--- src/rtl/i2c_tgt_pkg.sv ---
// Shared types for the I2C target byte-level controller.
package i2c_tgt_pkg;
    typedef enum logic [2:0] {
        TS_IDLE,
        TS_RX_ARMED,
        TS_RX,
        TS_TX_ARMED,
        TS_TX
    } tgt_state_t;
endpackage

--- src/rtl/i2c_tgt_fsm.sv ---
// Direction state machine. It ranks the bit-engine strobes, decides what the
// receive and transmit units do, and drives ACK enable, the per-byte event
// enable and the clock-stretch hold.
// Assumes one-cycle strobes. When strobes coincide, STOP wins over NACK,
// NACK over address, address over received byte, and received byte over
// transmit-empty. Any strobe drops a host request in the same cycle.
module i2c_tgt_fsm
    import i2c_tgt_pkg::*;
(
    input  logic clk,
    input  logic rst_n,
    input  logic ev_addr,
    input  logic ev_rx_byte,
    input  logic ev_tx_empty,
    input  logic ev_nack,
    input  logic ev_stop,
    input  logic rx_arm,
    input  logic tx_req,
    input  logic rx_full,
    input  logic tx_end,
    output logic act_rx_open,
    output logic act_rx_store,
    output logic act_rx_close,
    output logic act_tx_accept,
    output logic act_tx_kick,
    output logic act_tx_step,
    output logic act_tx_nack,
    output logic ack_en,
    output logic evt_en,
    output logic hold,
    output logic refused
);
    tgt_state_t st, st_n;
    logic ack_n, evt_n, hold_n;
    logic any_ev, host_ok;
    logic e_stop, e_nack, e_addr, e_rxb, e_txe;
    logic refuse;

    // Rank the strobes by priority and decode the unit actions.
    always_comb begin
        any_ev  = ev_addr | ev_rx_byte | ev_tx_empty | ev_nack | ev_stop;
        host_ok = !any_ev;
        e_stop  = ev_stop;
        e_nack  = ev_nack & !ev_stop;
        e_addr  = ev_addr & !ev_stop & !ev_nack;
        e_rxb   = ev_rx_byte & !(ev_stop | ev_nack | ev_addr);
        e_txe   = ev_tx_empty & !(ev_stop | ev_nack | ev_addr | ev_rx_byte);
        act_rx_open   = rx_arm & host_ok;
        act_tx_accept = tx_req & host_ok & !rx_arm & (st != TS_RX);
        refuse        = tx_req & host_ok & !rx_arm & (st == TS_RX);
        act_tx_kick   = act_tx_accept & (st == TS_TX_ARMED);
        act_rx_store  = e_rxb & (st == TS_RX);
        act_rx_close  = e_stop | (e_txe & (st == TS_RX));
        act_tx_step   = e_txe & (st == TS_TX);
        act_tx_nack   = e_nack & (st == TS_TX);
    end

    // Next-state and next-output selection.
    always_comb begin
        st_n   = st;
        ack_n  = ack_en;
        evt_n  = evt_en;
        hold_n = hold;
        if (e_stop) begin
            st_n = TS_RX_ARMED; ack_n = 1'b1; evt_n = 1'b0; hold_n = 1'b0;
        end else if (e_nack) begin
            if (st == TS_TX) begin
                st_n = TS_RX_ARMED; ack_n = 1'b1; evt_n = 1'b0; hold_n = 1'b0;
            end
        end else if (e_addr) begin
            if (st == TS_RX_ARMED) begin
                st_n = TS_RX; evt_n = 1'b1;
            end else if (st == TS_TX) begin
                evt_n = 1'b1;
            end
        end else if (e_rxb) begin
            if (st == TS_RX && rx_full) ack_n = 1'b0;
        end else if (e_txe) begin
            if (st == TS_RX) begin
                st_n = TS_TX_ARMED; ack_n = 1'b0; evt_n = 1'b0; hold_n = 1'b1;
            end else if (st == TS_TX && tx_end) begin
                st_n = TS_TX_ARMED; evt_n = 1'b0; hold_n = 1'b1;
            end
        end else if (act_rx_open) begin
            st_n = TS_RX_ARMED; ack_n = 1'b1; evt_n = 1'b0; hold_n = 1'b0;
        end else if (act_tx_kick) begin
            if (!tx_end) begin
                st_n = TS_TX; evt_n = 1'b1; hold_n = 1'b0;
            end
        end else if (act_tx_accept) begin
            st_n = TS_TX;
        end
    end

    // State and control registers.
    always_ff @(posedge clk) begin
        if (!rst_n) begin
            st      <= TS_IDLE;
            ack_en  <= 1'b0;
            evt_en  <= 1'b0;
            hold    <= 1'b0;
            refused <= 1'b0;
        end else begin
            st      <= st_n;
            ack_en  <= ack_n;
            evt_en  <= evt_n;
            hold    <= hold_n;
            refused <= refuse;
        end
    end
endmodule

--- src/rtl/i2c_tgt_rx.sv ---
// Receive unit: holds the capacity and the offset, writes stored bytes out
// through the write port and reports the count when reception is closed.
// Assumes the FSM never asserts open together with store or close.
module i2c_tgt_rx #(
    parameter int IDX_W = 5
) (
    input  logic             clk,
    input  logic             rst_n,
    input  logic             open_i,
    input  logic [IDX_W:0]   cap_i,
    input  logic             store_i,
    input  logic             close_i,
    input  logic [7:0]       data_i,
    output logic             full_o,
    output logic             wr_en_o,
    output logic [IDX_W-1:0] wr_idx_o,
    output logic [7:0]       wr_data_o,
    output logic             done_o,
    output logic [IDX_W:0]   count_o
);
    localparam int CNT_W = IDX_W + 1;
    logic [CNT_W-1:0] cap, off;

    // The buffer is full once the offset reaches the capacity.
    always_comb full_o = (off >= cap);

    // Offset tracking, byte write-out and completion report.
    always_ff @(posedge clk) begin
        if (!rst_n) begin
            cap       <= '0;
            off       <= '0;
            wr_en_o   <= 1'b0;
            wr_idx_o  <= '0;
            wr_data_o <= '0;
            done_o    <= 1'b0;
            count_o   <= '0;
        end else begin
            wr_en_o <= 1'b0;
            done_o  <= 1'b0;
            if (open_i) begin
                cap <= cap_i;
                off <= '0;
            end
            if (store_i && !full_o) begin
                wr_en_o   <= 1'b1;
                wr_idx_o  <= IDX_W'(off);
                wr_data_o <= data_i;
                off       <= off + CNT_W'(1);
            end
            if (close_i) begin
                done_o  <= 1'b1;
                count_o <= off;
                off     <= '0;
            end
        end
    end
endmodule

--- src/rtl/i2c_tgt_tx.sv ---
// Transmit unit: latches a request (fill byte or packet), supplies the next
// byte on each kick or step, and reports the count when the data runs out or
// a NACK arrives. On a NACK it takes one off the count, because the last
// loaded byte was never shifted out.
// Assumes a kick always comes with accept in the same cycle.
module i2c_tgt_tx #(
    parameter int IDX_W = 5
) (
    input  logic             clk,
    input  logic             rst_n,
    input  logic             accept_i,
    input  logic             kick_i,
    input  logic             step_i,
    input  logic             nack_i,
    input  logic             req_fill_i,
    input  logic [IDX_W:0]   req_len_i,
    input  logic [7:0]       req_byte_i,
    output logic [IDX_W-1:0] rd_idx_o,
    input  logic [7:0]       rd_data_i,
    output logic             end_o,
    output logic             load_o,
    output logic [7:0]       data_o,
    output logic             done_o,
    output logic [IDX_W:0]   count_o
);
    localparam int CNT_W = IDX_W + 1;
    logic             fill;
    logic [7:0]       fbyte;
    logic [CNT_W-1:0] len, off;
    logic             s_fill;
    logic [7:0]       s_byte;
    logic [CNT_W-1:0] s_len, s_off;
    logic             have;

    // A kick uses the request fields directly; a step uses the latched ones.
    always_comb begin
        s_fill   = kick_i ? req_fill_i : fill;
        s_byte   = kick_i ? req_byte_i : fbyte;
        s_len    = kick_i ? req_len_i  : len;
        s_off    = kick_i ? '0         : off;
        have     = s_fill || (s_off < s_len);
        end_o    = (kick_i || step_i) && !have;
        rd_idx_o = IDX_W'(s_off);
    end

    // Request latch, byte loading and completion report.
    always_ff @(posedge clk) begin
        if (!rst_n) begin
            fill    <= 1'b0;
            fbyte   <= '0;
            len     <= '0;
            off     <= '0;
            load_o  <= 1'b0;
            data_o  <= '0;
            done_o  <= 1'b0;
            count_o <= '0;
        end else begin
            load_o <= 1'b0;
            done_o <= 1'b0;
            if (accept_i) begin
                fill  <= req_fill_i;
                fbyte <= req_byte_i;
                len   <= req_len_i;
                off   <= '0;
            end
            if (kick_i || step_i) begin
                if (have) begin
                    load_o <= 1'b1;
                    data_o <= s_fill ? s_byte : rd_data_i;
                    off    <= s_off + CNT_W'(1);
                end else begin
                    done_o  <= 1'b1;
                    count_o <= s_off;
                end
            end
            if (nack_i) begin
                done_o  <= 1'b1;
                count_o <= (off == '0) ? '0 : off - CNT_W'(1);
            end
        end
    end
endmodule

--- src/rtl/i2c_tgt_ctrl.sv ---
// Top of the I2C target byte-level controller. It ties the direction FSM to
// the receive and transmit units. Every output except tx_rd_idx_o is
// registered, so a response appears one cycle after its cause.
// Assumes bit-engine strobes last one cycle and host memory answers
// tx_rd_idx_o combinationally.
module i2c_tgt_ctrl #(
    parameter int IDX_W = 5
) (
    input  logic             clk,
    input  logic             rst_n,
    input  logic             ev_addr_i,
    input  logic             ev_rx_byte_i,
    input  logic [7:0]       rx_data_i,
    input  logic             ev_tx_empty_i,
    input  logic             ev_nack_i,
    input  logic             ev_stop_i,
    input  logic             rx_arm_i,
    input  logic [IDX_W:0]   rx_cap_i,
    input  logic             tx_req_i,
    input  logic             tx_fill_i,
    input  logic [IDX_W:0]   tx_len_i,
    input  logic [7:0]       tx_byte_i,
    output logic [IDX_W-1:0] tx_rd_idx_o,
    input  logic [7:0]       tx_rd_data_i,
    output logic             ack_en_o,
    output logic             byte_evt_en_o,
    output logic             scl_hold_o,
    output logic             tx_load_o,
    output logic [7:0]       tx_data_o,
    output logic             rx_wr_en_o,
    output logic [IDX_W-1:0] rx_wr_idx_o,
    output logic [7:0]       rx_wr_data_o,
    output logic             rx_done_o,
    output logic [IDX_W:0]   rx_count_o,
    output logic             tx_done_o,
    output logic [IDX_W:0]   tx_count_o,
    output logic             tx_refused_o
);
    logic a_rx_open, a_rx_store, a_rx_close;
    logic a_tx_accept, a_tx_kick, a_tx_step, a_tx_nack;
    logic rx_full, tx_end;

    i2c_tgt_fsm fsm_i (
        .clk(clk), .rst_n(rst_n),
        .ev_addr(ev_addr_i), .ev_rx_byte(ev_rx_byte_i),
        .ev_tx_empty(ev_tx_empty_i), .ev_nack(ev_nack_i), .ev_stop(ev_stop_i),
        .rx_arm(rx_arm_i), .tx_req(tx_req_i),
        .rx_full(rx_full), .tx_end(tx_end),
        .act_rx_open(a_rx_open), .act_rx_store(a_rx_store),
        .act_rx_close(a_rx_close), .act_tx_accept(a_tx_accept),
        .act_tx_kick(a_tx_kick), .act_tx_step(a_tx_step),
        .act_tx_nack(a_tx_nack),
        .ack_en(ack_en_o), .evt_en(byte_evt_en_o), .hold(scl_hold_o),
        .refused(tx_refused_o)
    );

    i2c_tgt_rx #(.IDX_W(IDX_W)) rx_i (
        .clk(clk), .rst_n(rst_n),
        .open_i(a_rx_open), .cap_i(rx_cap_i),
        .store_i(a_rx_store), .close_i(a_rx_close), .data_i(rx_data_i),
        .full_o(rx_full),
        .wr_en_o(rx_wr_en_o), .wr_idx_o(rx_wr_idx_o), .wr_data_o(rx_wr_data_o),
        .done_o(rx_done_o), .count_o(rx_count_o)
    );

    i2c_tgt_tx #(.IDX_W(IDX_W)) tx_i (
        .clk(clk), .rst_n(rst_n),
        .accept_i(a_tx_accept), .kick_i(a_tx_kick),
        .step_i(a_tx_step), .nack_i(a_tx_nack),
        .req_fill_i(tx_fill_i), .req_len_i(tx_len_i), .req_byte_i(tx_byte_i),
        .rd_idx_o(tx_rd_idx_o), .rd_data_i(tx_rd_data_i),
        .end_o(tx_end),
        .load_o(tx_load_o), .data_o(tx_data_o),
        .done_o(tx_done_o), .count_o(tx_count_o)
    );
endmodule

--- config.mk ---
export PLATFORM = sky130hd
export DESIGN_NAME = i2c_tgt_ctrl
export DESIGN_NICKNAME = d
export VERILOG_FILES = /design/src/rtl/i2c_tgt_pkg.sv /design/src/rtl/i2c_tgt_fsm.sv /design/src/rtl/i2c_tgt_rx.sv /design/src/rtl/i2c_tgt_tx.sv /design/src/rtl/i2c_tgt_ctrl.sv
export SDC_FILE = /design/constraint.sdc
export NUM_CORES = 1
export LEC_CHECK = 0
export BUFFER_PORTS_ARGS = -buffer_cell sky130_fd_sc_hd__buf_4
export CORE_ASPECT_RATIO = 0.6
export CORE_UTILIZATION = 55
export DETAILED_ROUTE_END_ITERATION = 10
export PLACE_DENSITY = 0.79
export SLEW_MARGIN = 25
export SYNTH_ARGS = -nofsm -noshare
export SYNTH_HDL_FRONTEND = slang
export SYNTH_HIERARCHICAL = 1
export SYNTH_SLANG_ARGS = --single-unit
--- constraint.sdc ---
create_clock -name clk -period 6.04 [get_ports clk]
set_clock_uncertainty 0.15 [all_clocks]
set_input_delay 1.208 -clock clk [delete_from_list [all_inputs] [get_ports clk]]
set_output_delay 1.208 -clock clk [all_outputs]
set_load 0.02 [all_outputs]
# After elaboration in Yosys (flattened, before gate mapping)
# Cells that the tools add are included.
[totals]
register_bits = 77
inputBits = 46
output_inout_bits = 46
wordCells = 169
[classes]
add_sub_neg = 3
order_cmp = 2
n_eq_ne = 25
mux = 62
bitwise_logic = 24
n_reduce_logical = 32
[ops]
columns = ["cell", "count"]
rows = [
  ["6-bit two-way mux", 11],
  ["1-bit two-way mux", 37],
  ["3-bit two-way mux", 12],
  ["6-bit AND reduction", 4],
  ["8-bit two-way mux", 2],
  ["1-bit AND", 15],
  ["6-bit by 1-bit adder with 6-bit output (second input constant)", 2],
  ["4-bit by 3-bit != test with 1-bit output (second input constant)", 3],
  ["5-bit by 3-bit != test with 1-bit output (second input constant)", 2],
  ["5-bit nonzero test", 2],
  ["3-bit by 2-bit != test with 1-bit output (second input constant)", 3],
  ["1-bit logical NOT", 8],
  ["1-bit bitwise OR", 8],
  ["7-bit != test (second input constant)", 1],
  ["7-bit nonzero test", 1],
  ["3-bit by 2-bit == test with 1-bit output (second input constant)", 2],
  ["6-bit greater-or-equal comparator", 1],
  ["6-bit logical NOT", 1],
  ["6-bit less-than comparator", 1],
  ["3-bit != test (second input constant)", 2],
  ["6-bit by 4-bit != test with 1-bit output (second input constant)", 1],
  ["6-bit != test (second input constant)", 1],
  ["2-bit AND reduction", 3],
  ["6-bit nonzero test", 1],
  ["16 further kinds", 24],
]

# Longest topological paths before layout
[logic_depth]
word_depth = 22
mapped_depth = 19
depth_no_buf = 15

# Hierarchy
# The synthesis kept the hierarchy.
[by_module_without_submodules]
columns = ["mod", "n_inst", "cells_each", "area_each_um2"]
rows = [
  ["i2c_tgt_tx", 1, 241, 2135.8],
  ["i2c_tgt_rx", 1, 142, 1411.4],
  ["i2c_tgt_fsm", 1, 78, 631.9],
]

# Worst setup path after synthesis
# No wires, ideal clock.
[synth_timing]
kind = "input-to-reg"
startpoint = "in ev_nack_i"
endpoint = "reg fsm_i.hold"
arrival_time_ns = 4.649
required_ns = 5.768
path_slack_ns = 1.119
cell_stages = 19
n_path_buf = 4
path_cell_list = "buf_6 > nor4_4 > and3_2 > and3_1 > buf_6 > buf_2 > buf_2 > mux2i_1 > ha_1 > nor2b_1 > a31oi_1 > a31o_4 > a21o_1 > inv_1 > nor4bb_1 > nor2_1 > a211oi_1 > nor4b_1 > a311o_1"
[synth_between]
elab_chain_cells = 15
word_cells_on_any_way = 40
cone_classes = "order compare: 1; eq/ne: 5; mux: 8; bitwise: 15; reduce/logical: 11"
[synth_rtl]
columns = ["element", "line_no", "source"]
rows = [
  ["start, declared", "i2c_tgt_ctrl.sv:15", "input logic ev_nack_i,"],
  ["1-bit bitwise OR (*) (2 in series)", "i2c_tgt_fsm.sv:41", "any_ev = ev_addr | ev_rx_byte | ev_tx_empty | ev_nack | ev_stop;"],
  ["1-bit logical NOT (*)", "i2c_tgt_fsm.sv:42", "host_ok = !any_ev;"],
  ["1-bit AND (*) (3 in series)", "i2c_tgt_fsm.sv:49", "act_tx_accept = tx_req & host_ok & !rx_arm & (st != TS_RX);"],
  ["1-bit AND (*)", "i2c_tgt_fsm.sv:51", "act_tx_kick = act_tx_accept & (st == TS_TX_ARMED);"],
  ["named net a_tx_kick", "i2c_tgt_ctrl.sv:40", "logic a_tx_accept, a_tx_kick, a_tx_step, a_tx_nack;"],
  ["6-bit two-way mux, on equally long branches", "i2c_tgt_tx.sv:40, i2c_tgt_tx.sv:39", ""],
  ["6-bit less-than comparator", "i2c_tgt_tx.sv:41", "have = s_fill || (s_off < s_len);"],
  ["1-bit logical OR", "i2c_tgt_tx.sv:41", ""],
  ["1-bit logical NOT", "i2c_tgt_tx.sv:42", "end_o = (kick_i || step_i) && !have;"],
  ["1-bit logical AND (*)", "i2c_tgt_tx.sv:42", ""],
  ["named net tx_end", "i2c_tgt_ctrl.sv:41", "logic rx_full, tx_end;"],
  ["1-bit logical AND", "i2c_tgt_fsm.sv:81", "end else if (st == TS_TX && tx_end) begin"],
  ["4-bit by 3-bit != test with 1-bit output (no line)", "-", ""],
  ["6-bit AND reduction (no line) (*)", "-", ""],
  ["end signal, assigned", "i2c_tgt_fsm.sv:107", "hold <= hold_n;"],
  ["end, declared", "i2c_tgt_fsm.sv:30", "output logic hold,"],
]
# Mark *: on every way through the listed nets, which the timed path passes. The rest lies on a longest branch. The select of a mux whose other input is x is not followed.
# A chain may end at the register's enable or synchronous reset.

# Worst setup path after layout
[layout_timing]
startpoint = "in ev_stop_i"
endpoint = "reg fsm_i.st[2]"
[layout_between]
elab_chain_cells = 14
word_cells_on_any_way = 42
cone_classes = "order compare: 1; eq/ne: 5; mux: 9; bitwise: 15; reduce/logical: 12"
[layout_rtl]
columns = ["element", "line_no", "source"]
rows = [
  ["start, declared", "i2c_tgt_ctrl.sv:16", "input logic ev_stop_i,"],
  ["1-bit bitwise OR (*)", "i2c_tgt_fsm.sv:41", ""],
  ["1-bit logical NOT (*)", "i2c_tgt_fsm.sv:42", ""],
  ["1-bit AND (*) (3 in series)", "i2c_tgt_fsm.sv:49", ""],
  ["1-bit AND (*)", "i2c_tgt_fsm.sv:51", ""],
  ["named net a_tx_kick", "i2c_tgt_ctrl.sv:40", ""],
  ["6-bit two-way mux, on equally long branches", "i2c_tgt_tx.sv:40, i2c_tgt_tx.sv:39", ""],
  ["6-bit less-than comparator", "i2c_tgt_tx.sv:41", ""],
  ["1-bit logical OR", "i2c_tgt_tx.sv:41", ""],
  ["1-bit logical NOT", "i2c_tgt_tx.sv:42", ""],
  ["1-bit logical AND (*)", "i2c_tgt_tx.sv:42", ""],
  ["named net tx_end", "i2c_tgt_ctrl.sv:41", ""],
  ["1-bit logical AND", "i2c_tgt_fsm.sv:81", ""],
  ["5-bit by 3-bit != test with 1-bit output (no line)", "-", ""],
  ["6-bit AND reduction (no line) (*)", "-", ""],
  ["end signal, assigned", "i2c_tgt_fsm.sv:104", "st <= st_n;"],
  ["end, declared", "i2c_tgt_fsm.sv:33", "tgt_state_t st, st_n;"],
]
# Marked as above.

==> results.md <==
* Clk pwr share at between 40% and 50%
* Power density cells at ~220 nW/um^2
* Clk Latency, worst-skew pair at 0.34 ns
* Hold Path Stages at 2
* Critical path's largest stage delay at 0.47 ns
* CP Capture Type: flop
* Initial antenna violation count at 0
* Synth Area per Inst at 9.065 sq um
* Net Sw Frac at 22.61%
* CTS tree: yes
* Syn Inst Count at 461
* Max VDD drop at between 0.00015 and 0.0002 V
* Final #Nets at roughly 600
* Grt total ovfl at 0
* Core Region at 7297 sq um
* Final HPWL from detailed placement at 7.229 mm
* Reg2Reg Setup Slack at around 2.2 ns
* Root Driver: clkbuf_16
* HP Class: flop to flop
* Delay-heaviest family, CP: simple AND/OR/NAND/NOR gates
* Distinct cell type count after synthesis at between 70 and 80
* CTS resizes at 0
* Fin crit period at around 4.9 ns
* Post-synthesis async set-or-reset flop share at 0%
* Worst EP arrival at 5.01 ns
* YS warnings at 6
* Slew Viols, Final at 0
* IO buf count at between 90 and 100
* Register area share after synthesis at 36.89%
* Worst Reg-to-Reg Cells at 14
* Via count at around 3,600
* Slowest-stage cell, CP: and3_1
* Fmax at a little over 200 MHz
* RSZ-0062 raised after global routing: no
* Worst hold start: tx_i/count_o[2]$_SDFFE_PN0P_
* Crit path cell chain: buf_4, nor4_4, and3_2, and3_1, mux2i_1, ha_1, nor2b_1, a31oi_1, a31o_4, a21o_1, inv_1, nor4bb_1, nand4b_1, nand3_1, nor2_1, o221a_2
* Peak fanout along the critical path at 13
* Initial DRC count at about 300
* R2r endpoint: fsm_i/st[2]$_SDFFE_PP0P_
* DR pass1 iterations at 6
* DRC viols at 0
* Routed wire length at 10.16 mm
* Leakage at roughly 0.0022 uW
* Syn_nets at 520
* Synthesized cell area at 4179 sq um
* Max_cap viols at 0
* Max Buffers Root-to-Sink at 2
* Clock transition at path regs at 0.06 ns
* Crit path launch type: primary input
* Sink Count at 77
* Relative slew slack at a little over a third
* Data required, critical path at 6.18 ns
* EDFF count, synth at 0
* Total GRT Usage at 27.01%
* Comb pwr share at between 6 and 7%
* Initial core utilization at approximately 57%
* Worst reg2reg startpoint: fsm_i/st[1]$_SDFFE_PP0P_
* Total power at 1151 uW
* Area Growth Syn to Fin at 23.68%
* Layout cells sized above 1 at 24.45%
* Routed Antenna Nets at 0
* Row count at 24
* WL/cell at 15.68 um
* Status: completed
* Dpl cell area at roughly 4900 sq um
* Die Y at 69.52 um
* # diodes at 0
* Largest net degree at the start of global routing at 44
* Vias in the first global route at about 3,400
* First-pass GRT wire length at around 17 mm
* Post-route design area at 5169 sq um
* Die area at about 8000 sq um
* CTS Buf Count at 9
* Seq pwr share at between 40 and 50%
* Setup CP Type: primary input to flop
* Number of buffers and inverters on the critical path at 2
* Die width at 114.5 um
* Sw Pwr at 260.3 uW
* WHS Endpoint: tx_i/count_o[2]$_SDFFE_PN0P_
* Io pins at 92
* Final period util at slightly above 80%
* Ys flop type: dfxtp_1
* #FFs+latches synth at 77
* Postcts setup bufs at 0
* H-Tree Level Count at 3
* Worst slew pin tran at 0.9597 ns
* Cell internal pwr at just under 900 uW
* Via-to-Cell Ratio at 5.613
* Final Wtd Congestion at roughly 0.87
* Setup TNS at 0 ns
* Hold buffer count at CTS at 0
* Post-Route Utilization at between 70 and 80%
* Final setup fails at 0
* Final Hold Viols at 0
layer usage:
metal	wire length, um	global-route usage [%]	vias up
li1	-	-	1787
met1	4951	38.45	1693
met2	4238	38.11	143
met3	856	9.353	14
met4	112	8.225	0
met5	0	0	-
cells in the final DEF, fill, tap and decap left out, drive strengths merged, types with 3 or more instances in the layout:
cell,synthesis,final
o21ai,9,9
clkbuf,11,12
nand3b,6,6
a21oi,11,11
a221oi,4,4
nand2b,6,6
ha,13,13
nor3,4,4
o211ai,10,10
or2,4,4
or3,4,4
mux2i,73,73
o31ai,5,5
a21o,4,4
dfxtp,77,77
or3b,3,3
buf,17,95
and3,5,5
nand2,39,39
nand3,14,14
inv,21,22
xnor2,6,6
nor2b,10,10
and2,3,3
nor2,60,60
a31o,4,4
nor3b,3,3
nor4,3,3
registers in the layout, indices dropped and copies added, names as in the netlist:
| name | flops |
|---|---|
| rx_i/wr_data_o | 8 |
| tx_i/data_o | 8 |
| tx_i/fbyte | 8 |
| rx_i/cap | 6 |
| rx_i/count_o | 6 |
| rx_i/off | 6 |
| tx_i/count_o | 6 |
| tx_i/len | 6 |
| tx_i/off | 6 |
| rx_i/wr_idx_o | 5 |
| fsm_i/st | 3 |
| fsm_i/ack_en | 1 |
| fsm_i/evt_en | 1 |
| fsm_i/hold | 1 |
| fsm_i/refused | 1 |
| rx_i/done_o | 1 |
| rx_i/wr_en_o | 1 |
| tx_i/done_o | 1 |
| tx_i/fill | 1 |
| tx_i/load_o | 1 |
cell families (layout without fill, tap and decap cells):
kind of cell / after synthesis / count (layout) / share of synthesized area (%)
xor gates and xnor gates: 7 / 7 / 1.467
buffers and inverters: 50 / 133 / 6.197
adders and majority gates: 13 / 13 / 3.892
DFF: 77 / 77 / 36.89
muxes: 74 / 74 / 17.75
AOI/OAI and AO/OA: 66 / 66 / 11.71
and+or+nand+nor: 174 / 174 / 22.10
how the worst max path moves through the flow:
| stage | depth (start not counted) | slack, ns | startpoint | endpoint |
|---|---|---|---|---|
| detailed placement | 16 | 0.84 | ev_stop_i | fsm_i/st[0]$_SDFFE_PN0P_ |
| CTS | 16 | 1.22 | ev_stop_i | fsm_i/st[2]$_SDFFE_PP0P_ |
| floorplan | 19 | 1.12 | ev_nack_i | fsm_i/hold$_SDFFE_PP0P_ |
| global placement | 16 | 1.0 | ev_stop_i | fsm_i/st[2]$_SDFFE_PP0P_ |
| finish | 16 | 1.16 | ev_stop_i | fsm_i/st[2]$_SDFFE_PP0P_ |
| global route | 16 | 0.81 | ev_stop_i | fsm_i/st[0]$_SDFFE_PN0P_ |
tightest hold or removal path, stage by stage (launching register included):
cell     delay, ns
dfxtp_1       0.30
nand2_1       0.05
mux2i_1       0.05
through the flow:
stage / worst slack, ns / hold slack (ns) / std cells
2_1_floorplan: 1.119 / 0.3006 / 461
3_3_place_gp: 0.9951 / 0.2941 / 632
4_1_cts: 1.220 / 0.3100 / 648
5_1_grt: 0.8144 / 0.3242 / 648
3_5_place_dp: 0.8353 / 0.2978 / 632
6_report: 1.161 / 0.3037 / 648
cells in the mapped netlist (4+ instances only):
master,count,area [sq um]
nand2b_1,5,31.28
a221oi_1,4,35.03
buf_2,5,25.02
xnor2_1,6,52.55
o21ai_0,8,40.04
buf_6,4,45.04
and3_1,4,25.02
nand3_1,12,60.06
nand2_1,39,146.4
clkbuf_1,11,41.29
buf_4,5,37.54
a21oi_1,10,50.05
mux2i_1,73,730.7
dfxtp_1,77,1541
o211ai_1,10,75.07
inv_1,20,75.07
nand3b_1,6,45.04
ha_1,13,162.7
nor2b_1,10,62.56
nor3_1,4,20.02
o31ai_1,5,37.54
nor2_1,59,221.5
power by group through the flow:
stage	clock, uW	sequential (uW)	combinational, uW
2_1_floorplan	0	526	37.2
3_3_place_gp	0	526	74.8
3_5_place_dp	0	526	75.3
4_1_cts	569	515	75.5
5_1_grt	592	515	82.5
6_report	560	515	76.2
area by class of cell:
class	count	area, sq um
multi-input combinational	334	2390
clock buffer	12	256.5
inverter	22	82.58
timing repair buffer	95	713.2
sequential	77	1541
tap	104	130.1
fill	602	2128
clock inverter	4	55.05
Power figures use the tool's default switching activity.
